### src/rtl/i2c_cond_pkg.sv
package i2c_cond_pkg;
  parameter int SYNC_STAGES = 2;
  parameter int FILT_WIN = 3;

  typedef struct packed {
    logic start;
    logic stop;
  } condEv_t;
endpackage

### src/rtl/i2c_glitch_filter.sv
module i2c_glitch_filter #(
  parameter int SYNC_STAGES = 2,
  parameter int FILT_WIN = 3
) (
  input  logic clk,
  input  logic rstN,
  input  logic lineIn,
  output logic filtQ,
  output logic filtD
);
  localparam int HALF = FILT_WIN / 2;

  logic [SYNC_STAGES-1:0] syncQ;
  logic [FILT_WIN-1:0] winQ;

  // majority vote over the sample window
  always_comb filtD = ($countones(winQ) > HALF);

  always_ff @(posedge clk or negedge rstN) begin
    if (!rstN) begin
      syncQ <= '1;
      winQ  <= '1;
      filtQ <= 1'b1;
    end else begin
      syncQ <= {syncQ[SYNC_STAGES-2:0], lineIn};
      winQ  <= {winQ[FILT_WIN-2:0], syncQ[SYNC_STAGES-1]};
      filtQ <= filtD;
    end
  end
endmodule

### src/rtl/i2c_cond_datapath.sv
module i2c_cond_datapath
  import i2c_cond_pkg::*;
#(
  parameter int SYNC_STAGES = i2c_cond_pkg::SYNC_STAGES,
  parameter int FILT_WIN = i2c_cond_pkg::FILT_WIN
) (
  input  logic    clk,
  input  logic    rstN,
  input  logic    sclIn,
  input  logic    sdaIn,
  output condEv_t ev
);
  localparam int NUM_LINES = 2;

  logic [NUM_LINES-1:0] rawLine;
  logic [NUM_LINES-1:0] lineQ;
  logic [NUM_LINES-1:0] lineD;

  assign rawLine = {sdaIn, sclIn};

  for (genvar i = 0; i < NUM_LINES; i++) begin : g_line
    i2c_glitch_filter #(
      .SYNC_STAGES(SYNC_STAGES),
      .FILT_WIN(FILT_WIN)
    ) u_filt (
      .clk(clk),
      .rstN(rstN),
      .lineIn(rawLine[i]),
      .filtQ(lineQ[i]),
      .filtD(lineD[i])
    );
  end

  logic sclSteadyHigh;
  always_comb begin
    sclSteadyHigh = lineQ[0] & lineD[0];
    ev.start = sclSteadyHigh & lineQ[1] & ~lineD[1];
    ev.stop  = sclSteadyHigh & ~lineQ[1] & lineD[1];
  end
endmodule

### src/rtl/i2c_cond_ctrl.sv
module i2c_cond_ctrl
  import i2c_cond_pkg::*;
(
  input  logic    clk,
  input  logic    rstN,
  input  condEv_t ev,
  input  logic    modeEn,
  input  logic    stopIrqEn,
  input  logic    statusRd,
  output logic    startPulse,
  output logic    stopStatus,
  output logic    stopIrq,
  output logic    busBusy
);
  logic startHit;
  logic stopHit;

  always_comb begin
    startHit = modeEn & ev.start;
    stopHit  = modeEn & ev.stop;
  end

  always_ff @(posedge clk or negedge rstN) begin
    if (!rstN) begin
      startPulse <= 1'b0;
      stopStatus <= 1'b0;
      stopIrq    <= 1'b0;
      busBusy    <= 1'b0;
    end else begin
      startPulse <= startHit;
      if (stopHit) stopStatus <= 1'b1;
      else if (statusRd) stopStatus <= 1'b0;
      if (stopHit && stopIrqEn) stopIrq <= 1'b1;
      else if (statusRd) stopIrq <= 1'b0;
      if (startHit) busBusy <= 1'b1;
      else if (stopHit) busBusy <= 1'b0;
    end
  end
endmodule

### src/rtl/i2c_cond_detect.sv
module i2c_cond_detect
  import i2c_cond_pkg::*;
(
  input  logic clk,
  input  logic rstN,
  input  logic sclIn,
  input  logic sdaIn,
  input  logic modeEn,
  input  logic stopIrqEn,
  input  logic statusRd,
  output logic startPulse,
  output logic stopStatus,
  output logic stopIrq,
  output logic busBusy
);
  condEv_t ev;

  i2c_cond_datapath u_dp (
    .clk(clk),
    .rstN(rstN),
    .sclIn(sclIn),
    .sdaIn(sdaIn),
    .ev(ev)
  );

  i2c_cond_ctrl u_ctrl (
    .clk(clk),
    .rstN(rstN),
    .ev(ev),
    .modeEn(modeEn),
    .stopIrqEn(stopIrqEn),
    .statusRd(statusRd),
    .startPulse(startPulse),
    .stopStatus(stopStatus),
    .stopIrq(stopIrq),
    .busBusy(busBusy)
  );
endmodule

### config.mk
export PLATFORM = sky130hd
export DESIGN_NAME = i2c_cond_detect
export DESIGN_NICKNAME = d
export VERILOG_FILES = /design/src/rtl/i2c_cond_pkg.sv /design/src/rtl/i2c_glitch_filter.sv /design/src/rtl/i2c_cond_datapath.sv /design/src/rtl/i2c_cond_ctrl.sv /design/src/rtl/i2c_cond_detect.sv
export SDC_FILE = /design/constraint.sdc
export NUM_CORES = 1
export LEC_CHECK = 0
export BUFFER_PORTS_ARGS = -buffer_cell sky130_fd_sc_hd__buf_2
export CAP_MARGIN = 25
export CORE_ASPECT_RATIO = 1.2
export CORE_MARGIN = 5
export CORE_UTILIZATION = 25
export CTS_CLUSTER_DIAMETER = 40
export CTS_CLUSTER_SIZE = 12
export DETAILED_ROUTE_END_ITERATION = 7
export HOLD_SLACK_MARGIN = 0.1
export PLACE_DENSITY = 0.47
export SLEW_MARGIN = 0
export SYNTH_ARGS = -nofsm -noshare
export SYNTH_HDL_FRONTEND = slang
export SYNTH_SLANG_ARGS = --single-unit
### constraint.sdc
create_clock -name clk -period 1.69 [get_ports clk]
set_input_delay 0.4225 -clock clk [delete_from_list [all_inputs] [get_ports clk]]
set_output_delay 0.4225 -clock clk [all_outputs]
set_load 0.01 [all_outputs]
==> results of run 1 <==
## placed cells by master (no fill, tap or decap), drive strengths merged
cell type and count:
clkbuf 4, and2 1, a22o 1, a21o 1
o22a 1, nand2 1, dfrtp 4, ha 2
inv 3, nor3 1, o31a 1, a21oi 2
dlygate4sd3 1, dfstp 12, nor4 1, buf 10
## worst min path at each step
stage | start | to | slack, ns | depth (start not counted)
final | sclIn | u_dp.g_line[0].u_filt.syncQ[0] | 0.24 | 1
after global routing | sdaIn | u_dp.g_line[1].u_filt.syncQ[0] | 0.21 | 1
after CTS | sclIn | u_dp.g_line[0].u_filt.syncQ[0] | 0.22 | 1
after detailed placement | rstN | u_ctrl.busBusy | 0.35 | 1
after global placement | rstN | u_ctrl.startPulse | 0.35 | 1
after floorplan | rstN | u_ctrl.busBusy | 0.13 | 0
## timing repair
action,4_1_cts,5_1_grt
gates resized for setup,0,0
hold endpoints to repair,4,0
hold buffers,1,0
buffers inserted,0,0
endpoints found under the setup margin,0,0
## power by group through the flow
stage,Combinational [mW],Clock (mW),Sequential (mW)
2_1_floorplan,0.0233,0,0.432
3_3_place_gp,0.0452,0,0.432
3_5_place_dp,0.0465,0,0.433
4_1_cts,0.0483,0.254,0.426
5_1_grt,0.0538,0.275,0.429
6_report,0.0463,0.243,0.426
## registers in the layout (all words and copies together) (netlist names)
register	cells
u_ctrl.stopStatus	1
u_ctrl.stopIrq	1
u_dp.g_line.u_filt.winQ	6
u_ctrl.busBusy	1
u_ctrl.startPulse	1
u_dp.g_line.u_filt.filtQ	2
u_dp.g_line.u_filt.syncQ	4
## cell families (layout without fill, tap and decap cells)
family / Yosys count / after routing / share of synthesized area [%]
AOI/OAI and AO/OA: 6 / 6 / 9.581
adders and majority gates: 2 / 2 / 4.672
buffers and inverters: 3 / 18 / 2.103
DFF: 16 / 16 / 77.57
and+or+nand+nor: 4 / 4 / 6.075
## per-stage QoR
step	hold slack, ns	setup WS (ns)
3_5_place_dp	0.3473	0.2643
2_1_floorplan	0.1269	0.3476
3_3_place_gp	0.3455	0.2748
6_report	0.2364	0.2499
4_1_cts	0.2226	0.2429
5_1_grt	0.2088	0.1364
## layout make-up
| cell class | instances | area, sq um | area share, % |
|---|---|---|---|
| Timing Repair Buffer | 11 | 60.06 | 8.972 |
| Clock buffer | 4 | 36.28 | 5.421 |
| Multi-Input combinational cell | 12 | 108.9 | 16.26 |
| Tap cell | 30 | 37.54 | 5.607 |
| Sequential cell | 16 | 415.4 | 62.06 |
| Inverter | 3 | 11.26 | 1.682 |
## metal layers
metal / part of all wire, % / wire length [um]
met1: 42 / 303
met2: 44 / 320
met3: 13 / 91
met4: 0.83 / 6
met5: 0 / 0
==> metrics.md, run 1 <==
| Metric | Value |
|---|---|
| Final hold vios | `0` |
| Pwr Density | `1068 nW/um^2` |
| Top FF cell, synth | `dfstp_2` |
| Finished Layout Cells | `76` |
| Dpl cell area | `just over 600 sq um` |
| Max FO, Critical Path | `3` |
| Worst Path Required | `between 1.5 and 2 ns` |
| Fin util | `32.66%` |
| CP top delay family | `flip-flops` |
| Overall power | `between 0.7 and 0.8 mW` |
| Reg clk slew, reported paths | `0.09 ns` |
| Syn Std Cell Area | `535.5 sq um` |
| Num Clock Sinks | `16` |
| Grt ovf | `0` |
| Rel. slew slack | `slightly below 80%` |
| Row count | `18` |
| DP Cell Count | `between 70 and 80` |
| Critical Path Max Stage Delay | `0.55 ns` |
| Largest net degree at the start of global routing | `17` |
| Filler Cell Count | `between 200 and 250` |
| Switching portion of total power | `20.76%` |
| CP startpoint kind | `flop` |
| Initial Utilization | `26.13%` |
| RR Startpoint | `u_dp.g_line[1].u_filt.winQ[1]` |
| Die X | `52.25 um` |
| Net Sw Power | `approximately 0.15 mW` |
| Number of enable flip-flop cells after synthesis | `0` |
| RSZ-0062 raised after global routing | `no` |
| Register area share after synthesis | `approximately 78%` |
| Worst flop-to-flop path endpoint | `u_ctrl.busBusy` |
| Met3 usage | `4.914%` |
| Stages on worst setup path | `5` |
| Internal | `0.5665 mW` |
| Drt first pass iters | `3` |
| Gr busiest metal | `met2` |
| Fin crit share | `85.21%` |
| Clk root buf | `clkbuf_4` |
| Buf/Inv on CP | `1` |
| Initial antenna violation count | `0` |
| Clock buffer depth | `2` |
| Initial DRC count | `3` |
| Yosys top cell area share | `roughly three fifths` |
| M1 GR Usage | `under 10%` |
| Gp weighted congestion | `between 0.6 and 0.7` |
| Comb power frac | `6.5%` |
| Via count of the first global-routing pass | `313` |
| # H-tree levels | `1` |
| Leading area contributor after synthesis | `dfstp_2` |
| Crit-path slowest cell | `dfstp_2` |
| Yosys reg bits | `16` |
| I/O pins | `11` |
| Share of cells above drive strength 1 | `approximately 67%` |
| Avg Inst Size Synth | `between 15 and 20 sq um` |
| Yosys warnings | `0` |
| Worst-Skew Late Latency | `0.28 ns` |
| First-pass GRT wire length | `1.269 mm` |
| Post-layout min period | `1.440 ns` |
| Synth-to-Final Area Change | `25.00%` |
| Via count | `~290` |
| Antenna diodes | `0` |
| Finished Cell Area | `about 670 sq um` |
| Cell count of the worst reg-to-reg path | `5` |
| Critical Path AT | `about 1.7 ns` |
| Async S/R FF share, synth | `100.0%` |
| Final ANT Viol Nets | `0` |
| Distinct cells, synth | `14` |
| CTS tree | `built` |
| Overall Global Routing Usage | `under 10%` |
| GR Util met2 | `8.797%` |
| Clock power share | `34.0%` |
| Pins Over Slew Limit | `0` |
| Synth area leaders | `dfstp_2 (59%), dfrtp_1 (19%), ha_1 (4.7%), a21oi_2 (3.3%), nor4_2 (2.3%)` |
| DRT Wirelength | `723 um` |
| Nets@finish | `56` |
| Max-Cap Viols | `0` |
| Core area | `~2000 sq um` |
| HP Class | `in2reg` |
| Per-cell routed wire length | `9.513 um` |
| Sequential group share of total power | `59.5%` |
| CP Capture Type | `flop` |
| Critical path cell sequence | `ha_1 > a21oi_2 > inv_2 > nor3_2 > o22a_1` |
| Clock Skews | `0.008135 ns` |
| Most common cell in the synthesized netlist | `dfstp_2` |
| Measured slew at the worst slew-check pin | `~0.34 ns` |
| Synth Instances | `31` |
| Top cell types by occurrence after synthesis | `dfstp_2 (12), dfrtp_1 (4), a21oi_2 (2), ha_1 (2), inv_1 (2)` |
| Worst setup path endpoint | `u_ctrl.busBusy` |
| Die Y-Extent | `between 60 and 70 um` |
| Outcome | `finished clean` |
| Syn_nets | `40` |
| Worst IR Drop VDD | `0.7231 mV` |
| Setup violations, final | `0` |
| Peak clock frequency supported by timing | `slightly below 700 MHz` |
| Remaining DRCs | `0` |
| Critical setup path kind | `reg2reg` |
| Setup TNS | `0 ns` |
| I/O Buffers | `10` |
| CTS buffer count | `3` |
| Leak pwr | `approximately 0.32 nW` |
| Avg Vias per Cell | `3.842` |
| Reg2reg setup slack | `0.25 ns` |
| Die Area | `between 3000 and 4000 sq um` |
| CP startpoint | `u_dp.g_line[1].u_filt.winQ[1]` |
(Power assumes the default switching activity.)
==> run 2: changes to the inputs <==
==> constraint.sdc (replaced) <==
create_clock -name clk -period 1.69 [get_ports clk]
set_input_delay 0.169 -clock clk [delete_from_list [all_inputs] [get_ports clk]]
set_output_delay 0.169 -clock clk [all_outputs]
set_load 0.01 [all_outputs]
==> run 2 against run 1 <==
  * Via count up 3.1%
  * Cell area up 4.5%
  * Highest routed layer unchanged
  * Clock-buffer cell count unchanged
  * Clock power about the same
  * Worst setup slack about the same
  * Register-to-register slack about the same
  * Combinational power up 11%
  * Hold slack worse by 0.071 ns
  * Die area unchanged
  * Maximum frequency about the same
==> metrics.md, run 2 (same netlist as run 1, synthesis figures left out) <==
| Metric | Value |
|---|---|
| Setup WS pre-CTS | `0.2643 ns` |
| I/O Buffers | `10` |
| Outcome | `finished clean` |
| Critical Path AT | `around 1.7 ns` |
| DRT Wirelength | `739 um` |
| Max reg flops | `6` |
| Rel. slew slack | `77.59%` |
| RR Startpoint | `u_dp.g_line[1].u_filt.winQ[1]` |
| Die X | `52.25 um` |
| Per-cell routed wire length | `9.354 um` |
| Top reg by flops | `u_dp.g_line.u_filt.winQ` |
| Grt ovf | `0` |
| Filler Cell Count | `about 220` |
| Avg Vias per Cell | `around 3.8` |
| Final hold vios | `0` |
| # Post-CTS Setup Buffers | `0` |
| Peak clock frequency supported by timing | `694.4 MHz` |
| Worst flop-to-flop path endpoint | `u_ctrl.busBusy` |
| Max-Cap Viols | `0` |
| CTS tree | `built` |
| Synth-to-Final Area Change | `30.61%` |
| Overall power | `0.7213 mW` |
| Footprint of the multi-input gates | `108.9 sq um` |
| Reg2reg setup slack | `between 0.2 and 0.25 ns` |
| Worst IR Drop VDD | `slightly above 0.7 mV` |
| Max FO, Critical Path | `3` |
| Critical setup path kind | `reg2reg` |
| CP startpoint kind | `flop` |
| Row count | `18` |
| Share of cells above drive strength 1 | `63.27%` |
| Leak pwr | `about 0.33 nW` |
| Via count | `roughly 300` |
| Num Clock Sinks | `16` |
| Leading cell types in the layout, fill and taps excluded | `dfstp_2 (12), buf_2 (10), dlygate4sd3_1 (4), dfrtp_1 (4), clkbuf_4 (3)` |
| Antenna diodes | `0` |
| Cell count of the worst reg-to-reg path | `5` |
| Clock Skews | `0.008246 ns` |
| RSZ-0062 raised after global routing | `no` |
| Worst setup path endpoint | `u_ctrl.busBusy` |
| Measured slew at the worst slew-check pin | `0.3361 ns` |
| Initial Utilization | `26.13%` |
| Worst-Skew Late Latency | `0.28 ns` |
| Dpl cell area | `~620 sq um` |
| Nets@finish | `59` |
| Gp weighted congestion | `0.6931` |
| Die Area | `about 3200 sq um` |
| First-pass GRT wire length | `1.283 mm` |
| CTS buffer count | `3` |
| Pwr Density | `about 1000 nW/um^2` |
| Reg area | `415.4 sq um` |
| Most common cell after layout, fill and taps aside | `dfstp_2` |
| Worst Path Required | `1.92 ns` |
| Remaining DRCs | `0` |
| Overall Global Routing Usage | `5.867%` |
| Largest registers | `u_dp.g_line.u_filt.winQ (6), u_dp.g_line.u_filt.syncQ (4), u_dp.g_line.u_filt.filtQ (2)` |
| Pins Over Slew Limit | `0` |
| Cts repair resizes | `0` |
| Setup violations, final | `0` |
| Largest net degree at the start of global routing | `17` |
| Core area | `2049 sq um` |
| Initial antenna violation count | `0` |
| Fin crit share | `roughly 85%` |
| CP Capture Type | `flop` |
| Setup TNS | `0 ns` |
| CP startpoint | `u_dp.g_line[1].u_filt.winQ[1]` |
| Setup ws final | `0.2499 ns` |
| Clock buffer depth | `2` |
| Die Y-Extent | `60.70 um` |
| Post-layout min period | `1.440 ns` |
| Via count of the first global-routing pass | `309` |
| Clk root buf | `clkbuf_4` |
| Finished Cell Area | `around 700 sq um` |
| I/O pins | `11` |
| Final ANT Viol Nets | `0` |
| Reg clk slew, reported paths | `0.09 ns` |
| Fin util | `about 34%` |
| Initial DRC count | `3` |
| HP Class | `in2reg` |
| # H-tree levels | `1` |
| Drt first pass iters | `4` |
==> run 2: changes by cell type in the layout (fill, tap and decap cells not counted) <==
cell,previous run,this run
dlygate4sd3_1,1,4
==> run 2: layer usage <==
| layer | global-route usage (%) | part of all wire [%] | vias to the layer above |
|---|---|---|---|
| met4 | 2.190 | 0.81 | 0 |
| li1 | - | - | 142 |
| met2 | 8.797 | 44 | 12 |
| met1 | 6.047 | 42 | 145 |
| met5 | 0 | 0 | - |
| met3 | 4.914 | 13 | 2 |
==> run 2: metrics by stage <==
stage                     cells  hold WS (ns)
after detailed placement     71       0.09669
after floorplan              31       -0.1266
after CTS                    79        0.1719
final                        79        0.1656
after global placement       71       0.09349
after global routing         79        0.1736
==> run 2: worst min-delay path by stage <==
| stage | depth (start not counted) | to | from | slack (ns) |
|---|---|---|---|---|
| final | 3 | u_ctrl.stopStatus | statusRd | 0.17 |
| after global placement | 1 | u_ctrl.startPulse | rstN | 0.09 |
| after floorplan | 0 | u_ctrl.busBusy | rstN | -0.13 |
| after global routing | 3 | u_ctrl.stopStatus | statusRd | 0.17 |
| after detailed placement | 1 | u_ctrl.busBusy | rstN | 0.1 |
| after CTS | 3 | u_ctrl.stopStatus | statusRd | 0.17 |
==> run 2: what timing repair did <==
action,in CTS,in global routing
setup endpoints to repair,0,0
hold buffers,4,0
endpoints found under the hold margin,19,0
==> run 2: worst max-delay path: stages, from the launching register on <==
cell,delay (ns)
dfstp_2,0.55
ha_1,0.23
a21oi_2,0.22
inv_2,0.07
nor3_2,0.18
o22a_1,0.15
==> run 2: report_power, final <==
part | internal [mW] | leakage [nW] | switching (mW)
Clock | 0.131 | 0.0210 | 0.113
Sequential | 0.416 | 0.182 | 0.00974
Combinational | 0.0241 | 0.130 | 0.0275
Total | 0.571 | 0.332 | 0.150
==> run 2: area by class of cell <==
cell class | instances | share of cell area [%]
clock buffer | 4 | 5.188
inverter | 3 | 1.610
multi-input combinational | 12 | 15.56
sequential | 16 | 59.39
tap | 30 | 5.367
timing repair buffer | 14 | 12.88
